<file path="src/rtl/uart_tx_pkg.sv">
`timescale 1ns/1ps
package uart_tx_pkg;

    localparam logic [1:0] ADDR_FMT  = 2'd0;
    localparam logic [1:0] ADDR_DIV  = 2'd1;
    localparam logic [1:0] ADDR_CTRL = 2'd2;

    typedef enum logic [2:0] {
        PAR_NONE  = 3'd0,
        PAR_ODD   = 3'd1,
        PAR_EVEN  = 3'd2,
        PAR_MARK  = 3'd3,
        PAR_SPACE = 3'd4
    } par_e;

    typedef enum logic [1:0] {
        STOP_ONE      = 2'd0,
        STOP_ONE_HALF = 2'd1,
        STOP_TWO      = 2'd2
    } stop_e;

    typedef enum logic [1:0] {
        FLOW_OFF     = 2'd0,
        FLOW_CTS     = 2'd1,
        FLOW_XONXOFF = 2'd2
    } flow_e;

    typedef struct packed {
        logic [1:0] len_code;
        par_e       par;
        stop_e      stop;
        flow_e      flow;
    } fmt_t;

    typedef enum logic [2:0] {
        S_IDLE   = 3'd0,
        S_START  = 3'd1,
        S_DATA   = 3'd2,
        S_PARITY = 3'd3,
        S_STOP   = 3'd4,
        S_BREAK  = 3'd5
    } tx_state_e;

endpackage

</file>
<file path="src/rtl/uart_tx_cfg.sv">
`timescale 1ns/1ps
module uart_tx_cfg
    import uart_tx_pkg::*;
#(
    parameter int unsigned   DIV_W     = 16,
    parameter logic [DIV_W-1:0] DIV_RESET = DIV_W'(25)
) (
    input  logic             clk,
    input  logic             rst_n,
    input  logic             cfg_we,
    input  logic [1:0]       cfg_addr,
    input  logic [DIV_W-1:0] cfg_wdata,
    output fmt_t             fmt,
    output logic [DIV_W-1:0] div,
    output logic             brk
);

    typedef struct packed {
        fmt_t             fmt;
        logic [DIV_W-1:0] div;
        logic             brk;
    } cfg_t;

    cfg_t cfg_d, cfg_q;

    function automatic par_e dec_par(logic [2:0] code);
        case (code)
            3'd1:    return PAR_ODD;
            3'd2:    return PAR_EVEN;
            3'd3:    return PAR_MARK;
            3'd4:    return PAR_SPACE;
            default: return PAR_NONE;
        endcase
    endfunction

    function automatic stop_e dec_stop(logic [1:0] code);
        case (code)
            2'd0:    return STOP_ONE;
            2'd1:    return STOP_ONE_HALF;
            default: return STOP_TWO;
        endcase
    endfunction

    function automatic flow_e dec_flow(logic [1:0] code);
        case (code)
            2'd1:    return FLOW_CTS;
            2'd2:    return FLOW_XONXOFF;
            default: return FLOW_OFF;
        endcase
    endfunction

    always_comb begin
        cfg_d = cfg_q;
        if (cfg_we) begin
            case (cfg_addr)
                ADDR_FMT: begin
                    cfg_d.fmt.len_code = cfg_wdata[1:0];
                    cfg_d.fmt.par      = dec_par(cfg_wdata[4:2]);
                    cfg_d.fmt.stop     = dec_stop(cfg_wdata[6:5]);
                    cfg_d.fmt.flow     = dec_flow(cfg_wdata[8:7]);
                end
                ADDR_DIV:  cfg_d.div = cfg_wdata;
                ADDR_CTRL: cfg_d.brk = cfg_wdata[0];
                default: ;
            endcase
        end
    end

    always_ff @(posedge clk or negedge rst_n) begin
        if (!rst_n) begin
            cfg_q              <= '0;
            cfg_q.fmt.len_code <= 2'd3;
            cfg_q.div          <= DIV_RESET;
        end else begin
            cfg_q <= cfg_d;
        end
    end

    assign fmt = cfg_q.fmt;
    assign div = cfg_q.div;
    assign brk = cfg_q.brk;

endmodule

</file>
<file path="src/rtl/uart_tx_baud.sv">
`timescale 1ns/1ps
module uart_tx_baud #(
    parameter int unsigned DIV_W = 16
) (
    input  logic             clk,
    input  logic             rst_n,
    input  logic             restart,
    input  logic [DIV_W-1:0] div_in,
    output logic             tick
);

    typedef struct packed {
        logic [DIV_W-1:0] cnt;
        logic [DIV_W-1:0] div;
    } baud_t;

    baud_t baud_d, baud_q;

    always_comb begin
        baud_d = baud_q;
        if (restart) begin
            baud_d.cnt = '0;
            baud_d.div = div_in;
        end else if (baud_q.cnt == baud_q.div) begin
            baud_d.cnt = '0;
        end else begin
            baud_d.cnt = baud_q.cnt + DIV_W'(1);
        end
    end

    always_ff @(posedge clk or negedge rst_n) begin
        if (!rst_n) baud_q <= '0;
        else        baud_q <= baud_d;
    end

    assign tick = (baud_q.cnt == baud_q.div);

endmodule

</file>
<file path="src/rtl/uart_tx_flow.sv">
`timescale 1ns/1ps
module uart_tx_flow
    import uart_tx_pkg::*;
#(
    parameter int unsigned SYNC_N    = 2,
    parameter logic [7:0]  XON_CODE  = 8'h11,
    parameter logic [7:0]  XOFF_CODE = 8'h13
) (
    input  logic       clk,
    input  logic       rst_n,
    input  flow_e      mode,
    input  logic       cts_n,
    input  logic       rx_valid,
    input  logic [7:0] rx_data,
    output logic       go
);

    typedef struct packed {
        logic [SYNC_N-1:0] sync;
        logic              paused;
    } flow_t;

    flow_t flow_d, flow_q;

    always_comb begin
        flow_d      = flow_q;
        flow_d.sync = {flow_q.sync[SYNC_N-2:0], cts_n};
        if (rx_valid) begin
            if (rx_data == XOFF_CODE)     flow_d.paused = 1'b1;
            else if (rx_data == XON_CODE) flow_d.paused = 1'b0;
        end
    end

    always_ff @(posedge clk or negedge rst_n) begin
        if (!rst_n) begin
            flow_q.sync   <= '1;
            flow_q.paused <= 1'b0;
        end else begin
            flow_q <= flow_d;
        end
    end

    always_comb begin
        case (mode)
            FLOW_CTS:     go = ~flow_q.sync[SYNC_N-1];
            FLOW_XONXOFF: go = ~flow_q.paused;
            default:      go = 1'b1;
        endcase
    end

endmodule

</file>
<file path="src/rtl/uart_tx_core.sv">
`timescale 1ns/1ps
module uart_tx_core
    import uart_tx_pkg::*;
#(
    parameter int unsigned OVS = 16
) (
    input  logic       clk,
    input  logic       rst_n,
    input  logic       tick,
    input  logic [1:0] len_code,
    input  par_e       par_mode,
    input  stop_e      stop_mode,
    input  logic       brk,
    input  logic       go,
    input  logic       in_valid,
    input  logic [7:0] in_data,
    output logic       in_ready,
    output logic       txd,
    output logic       frame_start,
    output logic       tx_active,
    output logic       in_break
);

    localparam int unsigned SUB_W = $clog2(2 * OVS);
    localparam logic [SUB_W-1:0] BIT_LAST = SUB_W'(OVS - 1);

    typedef struct packed {
        tx_state_e        state;
        logic             full;
        logic [7:0]       hold;
        logic [7:0]       shreg;
        logic [3:0]       nbits;
        logic [2:0]       bidx;
        logic [SUB_W-1:0] sub;
        par_e             par;
        stop_e            stop;
        logic             pbit;
        logic             txd;
    } core_t;

    core_t core_d, core_q;
    logic  bit_last;

    function automatic logic [SUB_W-1:0] stop_last(stop_e s);
        case (s)
            STOP_ONE:      return SUB_W'(OVS - 1);
            STOP_ONE_HALF: return SUB_W'(OVS + OVS / 2 - 1);
            default:       return SUB_W'(2 * OVS - 1);
        endcase
    endfunction

    function automatic logic par_of(logic [7:0] v, logic [1:0] lc, par_e m);
        logic [7:0] mask;
        logic       ones;
        mask = 8'hFF >> (3'd3 - {1'b0, lc});
        ones = ^(v & mask);
        case (m)
            PAR_ODD:  return ~ones;
            PAR_EVEN: return ones;
            PAR_MARK: return 1'b1;
            default:  return 1'b0;
        endcase
    endfunction

    assign in_ready = (core_q.state == S_IDLE) && !core_q.full && !brk;

    always_comb begin
        core_d      = core_q;
        frame_start = 1'b0;
        bit_last    = (core_q.sub == BIT_LAST);

        if (in_valid && in_ready) begin
            core_d.full = 1'b1;
            core_d.hold = in_data;
        end

        case (core_q.state)
            S_IDLE: begin
                if (brk) begin
                    core_d.state = S_BREAK;
                    core_d.txd   = 1'b0;
                end else if (core_q.full && go) begin
                    core_d.state = S_START;
                    core_d.txd   = 1'b0;
                    core_d.sub   = '0;
                    core_d.nbits = 4'd5 + {2'b00, len_code};
                    core_d.par   = par_mode;
                    core_d.stop  = stop_mode;
                    core_d.shreg = core_q.hold;
                    core_d.pbit  = par_of(core_q.hold, len_code, par_mode);
                    frame_start  = 1'b1;
                end
            end
            S_START: begin
                if (tick) begin
                    if (bit_last) begin
                        core_d.sub   = '0;
                        core_d.state = S_DATA;
                        core_d.bidx  = '0;
                        core_d.txd   = core_q.shreg[0];
                    end else begin
                        core_d.sub = core_q.sub + SUB_W'(1);
                    end
                end
            end
            S_DATA: begin
                if (tick) begin
                    if (bit_last) begin
                        core_d.sub = '0;
                        if ({1'b0, core_q.bidx} == core_q.nbits - 4'd1) begin
                            if (core_q.par != PAR_NONE) begin
                                core_d.state = S_PARITY;
                                core_d.txd   = core_q.pbit;
                            end else begin
                                core_d.state = S_STOP;
                                core_d.txd   = 1'b1;
                            end
                        end else begin
                            core_d.bidx  = core_q.bidx + 3'd1;
                            core_d.shreg = {1'b0, core_q.shreg[7:1]};
                            core_d.txd   = core_q.shreg[1];
                        end
                    end else begin
                        core_d.sub = core_q.sub + SUB_W'(1);
                    end
                end
            end
            S_PARITY: begin
                if (tick) begin
                    if (bit_last) begin
                        core_d.sub   = '0;
                        core_d.state = S_STOP;
                        core_d.txd   = 1'b1;
                    end else begin
                        core_d.sub = core_q.sub + SUB_W'(1);
                    end
                end
            end
            S_STOP: begin
                if (tick) begin
                    if (core_q.sub == stop_last(core_q.stop)) begin
                        core_d.sub   = '0;
                        core_d.state = S_IDLE;
                        core_d.full  = 1'b0;
                        core_d.txd   = 1'b1;
                    end else begin
                        core_d.sub = core_q.sub + SUB_W'(1);
                    end
                end
            end
            S_BREAK: begin
                core_d.txd = 1'b0;
                if (!brk) begin
                    core_d.state = S_IDLE;
                    core_d.txd   = 1'b1;
                end
            end
            default: begin
                core_d.state = S_IDLE;
                core_d.txd   = 1'b1;
            end
        endcase
    end

    always_ff @(posedge clk or negedge rst_n) begin
        if (!rst_n) begin
            core_q     <= '0;
            core_q.txd <= 1'b1;
        end else begin
            core_q <= core_d;
        end
    end

    assign txd       = core_q.txd;
    assign tx_active = (core_q.state == S_START) || (core_q.state == S_DATA) ||
                       (core_q.state == S_PARITY) || (core_q.state == S_STOP);
    assign in_break  = (core_q.state == S_BREAK);

endmodule

</file>
<file path="src/rtl/uart_tx_engine.sv">
`timescale 1ns/1ps
module uart_tx_engine
    import uart_tx_pkg::*;
#(
    parameter int unsigned      DIV_W     = 16,
    parameter logic [DIV_W-1:0] DIV_RESET = DIV_W'(25),
    parameter int unsigned      OVS       = 16,
    parameter int unsigned      SYNC_N    = 2,
    parameter logic [7:0]       XON_CODE  = 8'h11,
    parameter logic [7:0]       XOFF_CODE = 8'h13
) (
    input  logic             clk,
    input  logic             rst_n,
    input  logic             cfg_we,
    input  logic [1:0]       cfg_addr,
    input  logic [DIV_W-1:0] cfg_wdata,
    input  logic             in_valid,
    input  logic [7:0]       in_data,
    output logic             in_ready,
    input  logic             cts_n,
    input  logic             rx_valid,
    input  logic [7:0]       rx_data,
    output logic             txd
);

    fmt_t             fmt;
    logic [DIV_W-1:0] div;
    logic             brk_on;
    logic             flow_go;
    logic             tick;
    logic             frame_start;
    logic             tx_active;
    logic             in_break;

    uart_tx_cfg #(
        .DIV_W     (DIV_W),
        .DIV_RESET (DIV_RESET)
    ) u_cfg (
        .clk       (clk),
        .rst_n     (rst_n),
        .cfg_we    (cfg_we),
        .cfg_addr  (cfg_addr),
        .cfg_wdata (cfg_wdata),
        .fmt       (fmt),
        .div       (div),
        .brk       (brk_on)
    );

    uart_tx_baud #(
        .DIV_W (DIV_W)
    ) u_baud (
        .clk     (clk),
        .rst_n   (rst_n),
        .restart (frame_start),
        .div_in  (div),
        .tick    (tick)
    );

    uart_tx_flow #(
        .SYNC_N    (SYNC_N),
        .XON_CODE  (XON_CODE),
        .XOFF_CODE (XOFF_CODE)
    ) u_flow (
        .clk      (clk),
        .rst_n    (rst_n),
        .mode     (fmt.flow),
        .cts_n    (cts_n),
        .rx_valid (rx_valid),
        .rx_data  (rx_data),
        .go       (flow_go)
    );

    uart_tx_core #(
        .OVS (OVS)
    ) u_core (
        .clk         (clk),
        .rst_n       (rst_n),
        .tick        (tick),
        .len_code    (fmt.len_code),
        .par_mode    (fmt.par),
        .stop_mode   (fmt.stop),
        .brk         (brk_on),
        .go          (flow_go),
        .in_valid    (in_valid),
        .in_data     (in_data),
        .in_ready    (in_ready),
        .txd         (txd),
        .frame_start (frame_start),
        .tx_active   (tx_active),
        .in_break    (in_break)
    );

endmodule

</file>
<file path="config.mk">
export PLATFORM = sky130hd
export DESIGN_NAME = uart_tx_engine
export DESIGN_NICKNAME = d
export VERILOG_FILES = /design/src/rtl/uart_tx_pkg.sv /design/src/rtl/uart_tx_cfg.sv /design/src/rtl/uart_tx_baud.sv /design/src/rtl/uart_tx_flow.sv /design/src/rtl/uart_tx_core.sv /design/src/rtl/uart_tx_engine.sv
export SDC_FILE = /design/constraint.sdc
export NUM_CORES = 1
export LEC_CHECK = 0
export ABC_CLOCK_PERIOD_IN_PS = 2400
export BUFFER_PORTS_ARGS = -buffer_cell sky130_fd_sc_hd__buf_2
export CAP_MARGIN = 30
export CORE_UTILIZATION = 54
export DETAILED_ROUTE_END_ITERATION = 16
export PLACE_DENSITY = 0.73
export RECOVER_POWER = 100
export REMOVE_ABC_BUFFERS = 1
export SLEW_MARGIN = 20
export SYNTH_ARGS = -nofsm -noshare
export SYNTH_HDL_FRONTEND = slang
export SYNTH_SLANG_ARGS = --single-unit
</file>
<file path="constraint.sdc">
create_clock -name clk -period 2.4 [get_ports clk]
set_input_delay 0.48 -clock clk [delete_from_list [all_inputs] [get_ports clk]]
set_output_delay 0.48 -clock clk [all_outputs]
set_load 0.01 [all_outputs]
</file>
==> impl_metrics.tcl, run 1 <==
set metrics [dict create \
    yosysUniqueCellTypes 61 \
    grt_overflow_total 0 \
    dp_hpwl_um 7180 \
    fin_crit_ps 2260 \
    critPathSlowestCell "or4_4" \
    period_share_pct 94.2 \
    drt_iter0_markers 104 \
    p_leak_nw 2.54 \
    area_growth_pct 11.7 \
    finalHoldViolations 0 \
    ir_drop_uv 429 \
    grt_usage_pct 21.9 \
    setup_viol 0 \
    clkSinkCount 100 \
    antenna_found_initial 0 \
    synth_seq_cells 100 \
    finalMaxSlewViolations 0 \
    start_util_pct 56.0 \
    avgSynthCellArea_um2 10.5 \
    synth.cell_area_um2 4910 \
    ys_seq_area_share_pct 51.2 \
    die_area_um2 9470 \
    p_comb_share_pct 37.1 \
    switching_share_pct 37.8 \
    drc 0 \
    grt_max_degree 68 \
    p_sw_mw 2.28 \
    setup-tns-final_ps 0 \
    final_nets 569 \
    status "finished clean" \
    rows 34 \
    first_pass_iters 4 \
    hp-class "primary input to flip-flop" \
    top_usage_layer "met2" \
    numCtsBuffers 9 \
    p_int_mw 3.75 \
    slowest_delay_ps 550 \
    endpoint_kind "flip-flop" \
    p_clk_share_pct 18.5 \
    grt_pass1_vias 3430 \
    cts.path.max_buffers 2 \
    core_um2 8760 \
    die_height_um 97.3 \
    cts_max_level 3 \
    fill_cells 739 \
    criticalPathCategory "flip-flop to flip-flop" \
    clk_latency_ps 370 \
    wl_per_cell_um 15.3 \
    grt_util_met2_pct 37.3 \
    critPathRequiredTime_ps 2630 \
    fin_area_um2 5480 \
    max_slew_margin_pct 33.2 \
    drt.antenna.violating_nets 0 \
    gp_congestion 0.874 \
    ys.flop_type "dfrtp_1" \
    synthArstFlopShare_pct 100 \
    seq_power_share_pct 44.4 \
    numPortBuffers 41 \
    vias_per_cell 5.46 \
    max_freq_mhz 442 \
    grt_util_met3_pct 4.96 \
    final_common_cell "nand2_1" \
    synth_edf_count 0 \
    worst_slew_pin_slew_ps 1000 \
    antenna_cells 0 \
    clock_skew_ps 18.0 \
    routed_wl_um 9690 \
    placed_area_um2 5290 \
    maxCapViolations 0 \
    seq_area_um2 2510 \
    grt_pass1_wl_um 16500 \
    cp_max_fo 24 \
    yosys_warnings 0 \
    p_total_mw 6.04 \
    cts_tree "built" \
    route.vias.total 3451 \
    syn_inst 467 \
    layout-drive-gt1-share_pct 21.9 \
    start_kind "flip-flop" \
    worstPathArrival_ps 2490 \
    power_density_nw_per_um2 1100 \
    final_core_util_pct 62.5 \
    grt_util_met1_pct 27.6 \
    rsz0062_at_grt "false" \
    fin_ws_ps 140 \
    layout_common_cells "nand2_1, dfrtp_1, buf_2, xnor2_1, mux2_2" \
    path_cells "or4_4 > nor2_1 > clkbuf_2 > o21ai_0" \
    clk_pin_slew_worst_paths_ps 100 \
    multiInputGateArea_um2 2240 \
    cts_root_buffer "clkbuf_8" \
    ios 42 \
    die_x_um 97.3 \
    place_ws_ps 75.3 \
]
==> area by class of cell <==
class | count | share of cell area [%]
flip-flops and latches | 100 | 45.9
multi-input cells | 334 | 40.8
repair buffers | 54 | 5.71
well taps | 108 | 2.47
clock buffers | 10 | 2.33
clock inverters | 6 | 1.44
inverters | 20 | 1.37
==> cells in the mapped netlist (all sizes together), types with 2 or more instances <==
library cell  number  area, µm²
nand2             94        353
dfrtp             92       2300
mux2              35        417
xnor2             28        245
nor2              24       97.6
inv               20       75.1
o21ai             18       90.1
a21oi             14       88.8
nand3             13       65.1
nor3              12       65.1
ha                10        125
xor2               9       78.8
clkbuf             8       30.0
dfstp              8        210
nand2b             7       43.8
a22o               6       52.6
nand4              6       37.5
buf                5       25.0
or3                5       31.3
mux2i              4       40.0
nor2b              4       25.0
nor3b              4       35.0
a31oi              3       18.8
and3               3       18.8
o31ai              3       27.5
a211o              2       17.5
a211oi             2       27.5
and2               2       13.8
and4               2       20.0
nand3b             2       15.0
nor4b              2       17.5
o211ai             2       20.0
or2                2       12.5
or4                2       18.8
==> final timing paths <==
path / from / end / slack [ps] / depth (start not counted)
max: u_core.core_q[37] / u_core.core_q[16] / 140 / 4
min: cts_n / u_flow.flow_d[2] / 200 / 1
max reg2reg: u_core.core_q[37] / u_core.core_q[16] / 140 / 4
min reg2reg: u_flow.flow_d[2] / u_flow.flow_q[2] / 370 / 0
max in group asynchronous: rst_n / u_flow.flow_q[2] / 610 / 3
min in group asynchronous: rst_n / u_core.core_q[36] / 790 / 2
==> flip-flops by register name, summed over array words and instances, names as in the netlist <==
signal / cells
u_cfg.brk: 1
u_cfg.fmt: 9
u_core.txd: 1
u_flow.flow_q: 2
u_core.core_q: 38
u_baud.baud_q: 32
u_cfg.div: 16
u_flow.flow_d: 1
==> routing by layer <==
metal | part of all wire (%) | vias to the layer above
li1 | - | 1693
met1 | 45 | 1701
met2 | 51 | 47
met3 | 2.7 | 10
met4 | 1.5 | 0
met5 | 0 | -
==> power by group through the flow <==
stage               clock, mW  sequential (mW)  combinational [mW]
floorplan                   0             2.59                1.73
global placement            0             2.69                2.19
detailed placement          0             2.71                2.29
CTS                      1.14             2.68                2.30
global route             1.20             2.76                2.49
finish                   1.11             2.68                2.24
==> worst max-delay path: cells and delay by family (launching register included) <==
kind | cells | cell delay, ps
AND/OR/NAND/NOR | 2 | 950
buffers and inverters | 1 | 530
flip-flops | 1 | 500
AO/OA/AOI/OAI | 1 | 160
==> metrics by stage <==
stage                     hold WS (ps)  cells
after floorplan                    184    454
after global placement             356    614
after detailed placement           356    614
after CTS                          184    631
after global routing               182    632
final                              196    632
==> repair_timing <==
item | 4_1_cts | 5_1_grt
buffers inserted | 0 | 1
hold endpoints to repair | 15 | 0
resized for setup | 0 | 1
hold buffers | 1 | 0
endpoints found under the setup margin | 0 | 6
==> logic make-up (layout without fill, tap and decap cells) <==
logic type,Yosys count,count (layout),synth area share [%]
adder cells (fa/ha/maj),10,10,2.55
buffers and inverters,33,90,2.65
XOR/XNOR,37,37,6.61
flip-flops,100,100,51.2
AO/OA/AOI/OAI,59,59,8.62
multiplexers,39,39,9.31
AND/OR/NAND/NOR,189,189,19.1
Power figures use the tool's default switching activity.
==> run 2, diff against run 1 <==
--- a/config.mk
+++ b/config.mk
@@ -12,7 +12,6 @@
 export DETAILED_ROUTE_END_ITERATION = 16
 export PLACE_DENSITY = 0.73
 export RECOVER_POWER = 100
-export REMOVE_ABC_BUFFERS = 1
 export SLEW_MARGIN = 20
 export SYNTH_ARGS = -nofsm -noshare
 export SYNTH_HDL_FRONTEND = slang
==> impl_metrics.tcl, run 2 (synthesis gave the netlist of run 1 again) <==
set metrics [dict create \
    finalMaxSlewViolations 0 \
    hp-class "primary input to flip-flop" \
    cp_max_fo 8 \
    ios 42 \
    reg_top3 "u_core.core_q x38, u_baud.baud_q x32, u_cfg.div x16" \
    gp_congestion 0.947 \
    area_growth_pct 11.1 \
    rows 34 \
    final_nets 569 \
    cts.path.max_buffers 2 \
    layout.cells.non_filler 632 \
    period_share_pct 94.3 \
    die_area_um2 9470 \
    worst_slew_pin_slew_ps 1090 \
    vias_per_cell 5.52 \
    place_ws_ps 92.1 \
    grt_pass1_vias 3565 \
    status "finished clean" \
    p_total_mw 5.99 \
    max_slew_margin_pct 27.6 \
    max_freq_mhz 442 \
    fin_crit_ps 2260 \
    antenna_cells 0 \
    clk_latency_ps 370 \
    p_leak_nw 2.52 \
    worst_hold_slack_ps 204 \
    cts_max_level 3 \
    critPathSlowestCell "dfrtp_1" \
    routed_wl_um 9720 \
    cts_tree "built" \
    drc 0 \
    crit_buf_inv 2 \
    grt_max_degree 46 \
    largest_reg_flops 38 \
    fin_area_um2 5450 \
    core_um2 8760 \
    rsz0062_at_grt "false" \
    regMostFlops "u_core.core_q" \
    maxCapViolations 0 \
    numPortBuffers 41 \
    slowest_delay_ps 410 \
    cts_root_buffer "clkbuf_8" \
    drt.antenna.violating_nets 0 \
    numCtsBuffers 9 \
    fin_ws_ps 137 \
    drt_iter0_markers 167 \
    final_common_cell "nand2_1" \
    grt_pass1_wl_um 16800 \
    fill_cells 721 \
    placed_cells_incl_taps 615 \
    dp_hpwl_um 7140 \
    endpoint_kind "flip-flop" \
    wl_per_cell_um 15.4 \
    seq_area_um2 2510 \
    criticalPathCategory "flip-flop to flip-flop" \
    first_pass_iters 4 \
    clock_skew_ps 10.8 \
    critPathRequiredTime_ps 2640 \
    setup-tns-final_ps 0 \
    syn-num-nets 517 \
    antenna_found_initial 0 \
    multiInputGateArea_um2 2240 \
    clkSinkCount 100 \
    power_density_nw_per_um2 1100 \
    die_height_um 97.3 \
    clk_pin_slew_worst_paths_ps 100 \
    ir_drop_uv 525 \
    start_kind "flip-flop" \
    grt_overflow_total 0 \
    start_util_pct 56.0 \
    die_x_um 97.3 \
    grt_usage_pct 22.4 \
    final_core_util_pct 62.2 \
    route.vias.total 3486 \
    path_cells "xnor2_1 > nand4_1 > nor4_4 > clkbuf_2 > and2_2 > a21oi_4 > buf_12 > mux2_1" \
    layout_common_cells "nand2_1, dfrtp_1, buf_2, mux2_2, xnor2_1" \
    crit_family "simple AND/OR/NAND/NOR gates" \
    layout-drive-gt1-share_pct 22.7 \
    finalHoldViolations 0 \
    setup_viol 0 \
    worstPathArrival_ps 2510 \
    placed_area_um2 5310 \
]
==> run 2: cell types whose count changed in the layout (fill, tap and decap cells not counted), sizes merged <==
| cell | delta |
|---|---|
| inv | -1 |
| dlygate4sd3 | -1 |
| buf | -2 |
| clkinv | -1 |
| clkbuf | +4 |
| clkinvlp | +2 |
| bufinv | -1 |
==> run 2: final cells by class <==
type,count,area share [%]
Timing Repair Buffer,54,5.30
Sequential cell,100,46.1
Clock inverter,5,0.803
Multi-Input combinational cell,334,41.2
Tap cell,108,2.48
Inverter,20,1.38
Clock buffer,11,2.78
==> run 2: power by group <==
group	total, mW	internal [mW]	leakage (nW)	switching, mW
Clock	1.04	0.447	0.0941	0.597
Sequential	2.67	2.21	1.26	0.458
Combinational	2.27	1.05	1.17	1.22
==> run 2: path summary, 6_finish.rpt <==
| path | from | to | slack, ps | cells past startpoint |
|---|---|---|---|---|
| max | u_baud.baud_q[6] | u_core.core_q[20] | 140 | 8 |
| min | cts_n | u_flow.flow_d[2] | 200 | 1 |
| max reg2reg | u_baud.baud_q[6] | u_core.core_q[20] | 140 | 8 |
| min reg2reg | u_flow.flow_d[2] | u_flow.flow_q[2] | 360 | 0 |
| max in group asynchronous | rst_n | u_baud.baud_q[16] | 510 | 2 |
| min in group asynchronous | rst_n | u_core.core_q[36] | 280 | 1 |
==> run 2: what timing repair did <==
item | 4_1_cts | 5_1_grt
buffers inserted | 0 | 1
endpoints found under the setup margin | 0 | 6
hold buffers | 0 | 0
gates resized for setup | 0 | 0
==> run 2: worst register-to-register path, cell delays in order (launching register included) <==
cell	delay [ps]
dfrtp_1	410
xnor2_1	230
nand4_1	170
nor4_4	290
clkbuf_2	260
and2_2	230
a21oi_4	70
buf_12	170
mux2_1	310
==> run 2: per-layer routing <==
metal,GRT usage [%],up-vias,wire [µm]
li1,-,1697,-
met1,29.5,1711,4370
met2,37.4,67,4820
met3,4.75,11,408
met4,6.33,0,114
met5,0,-,0
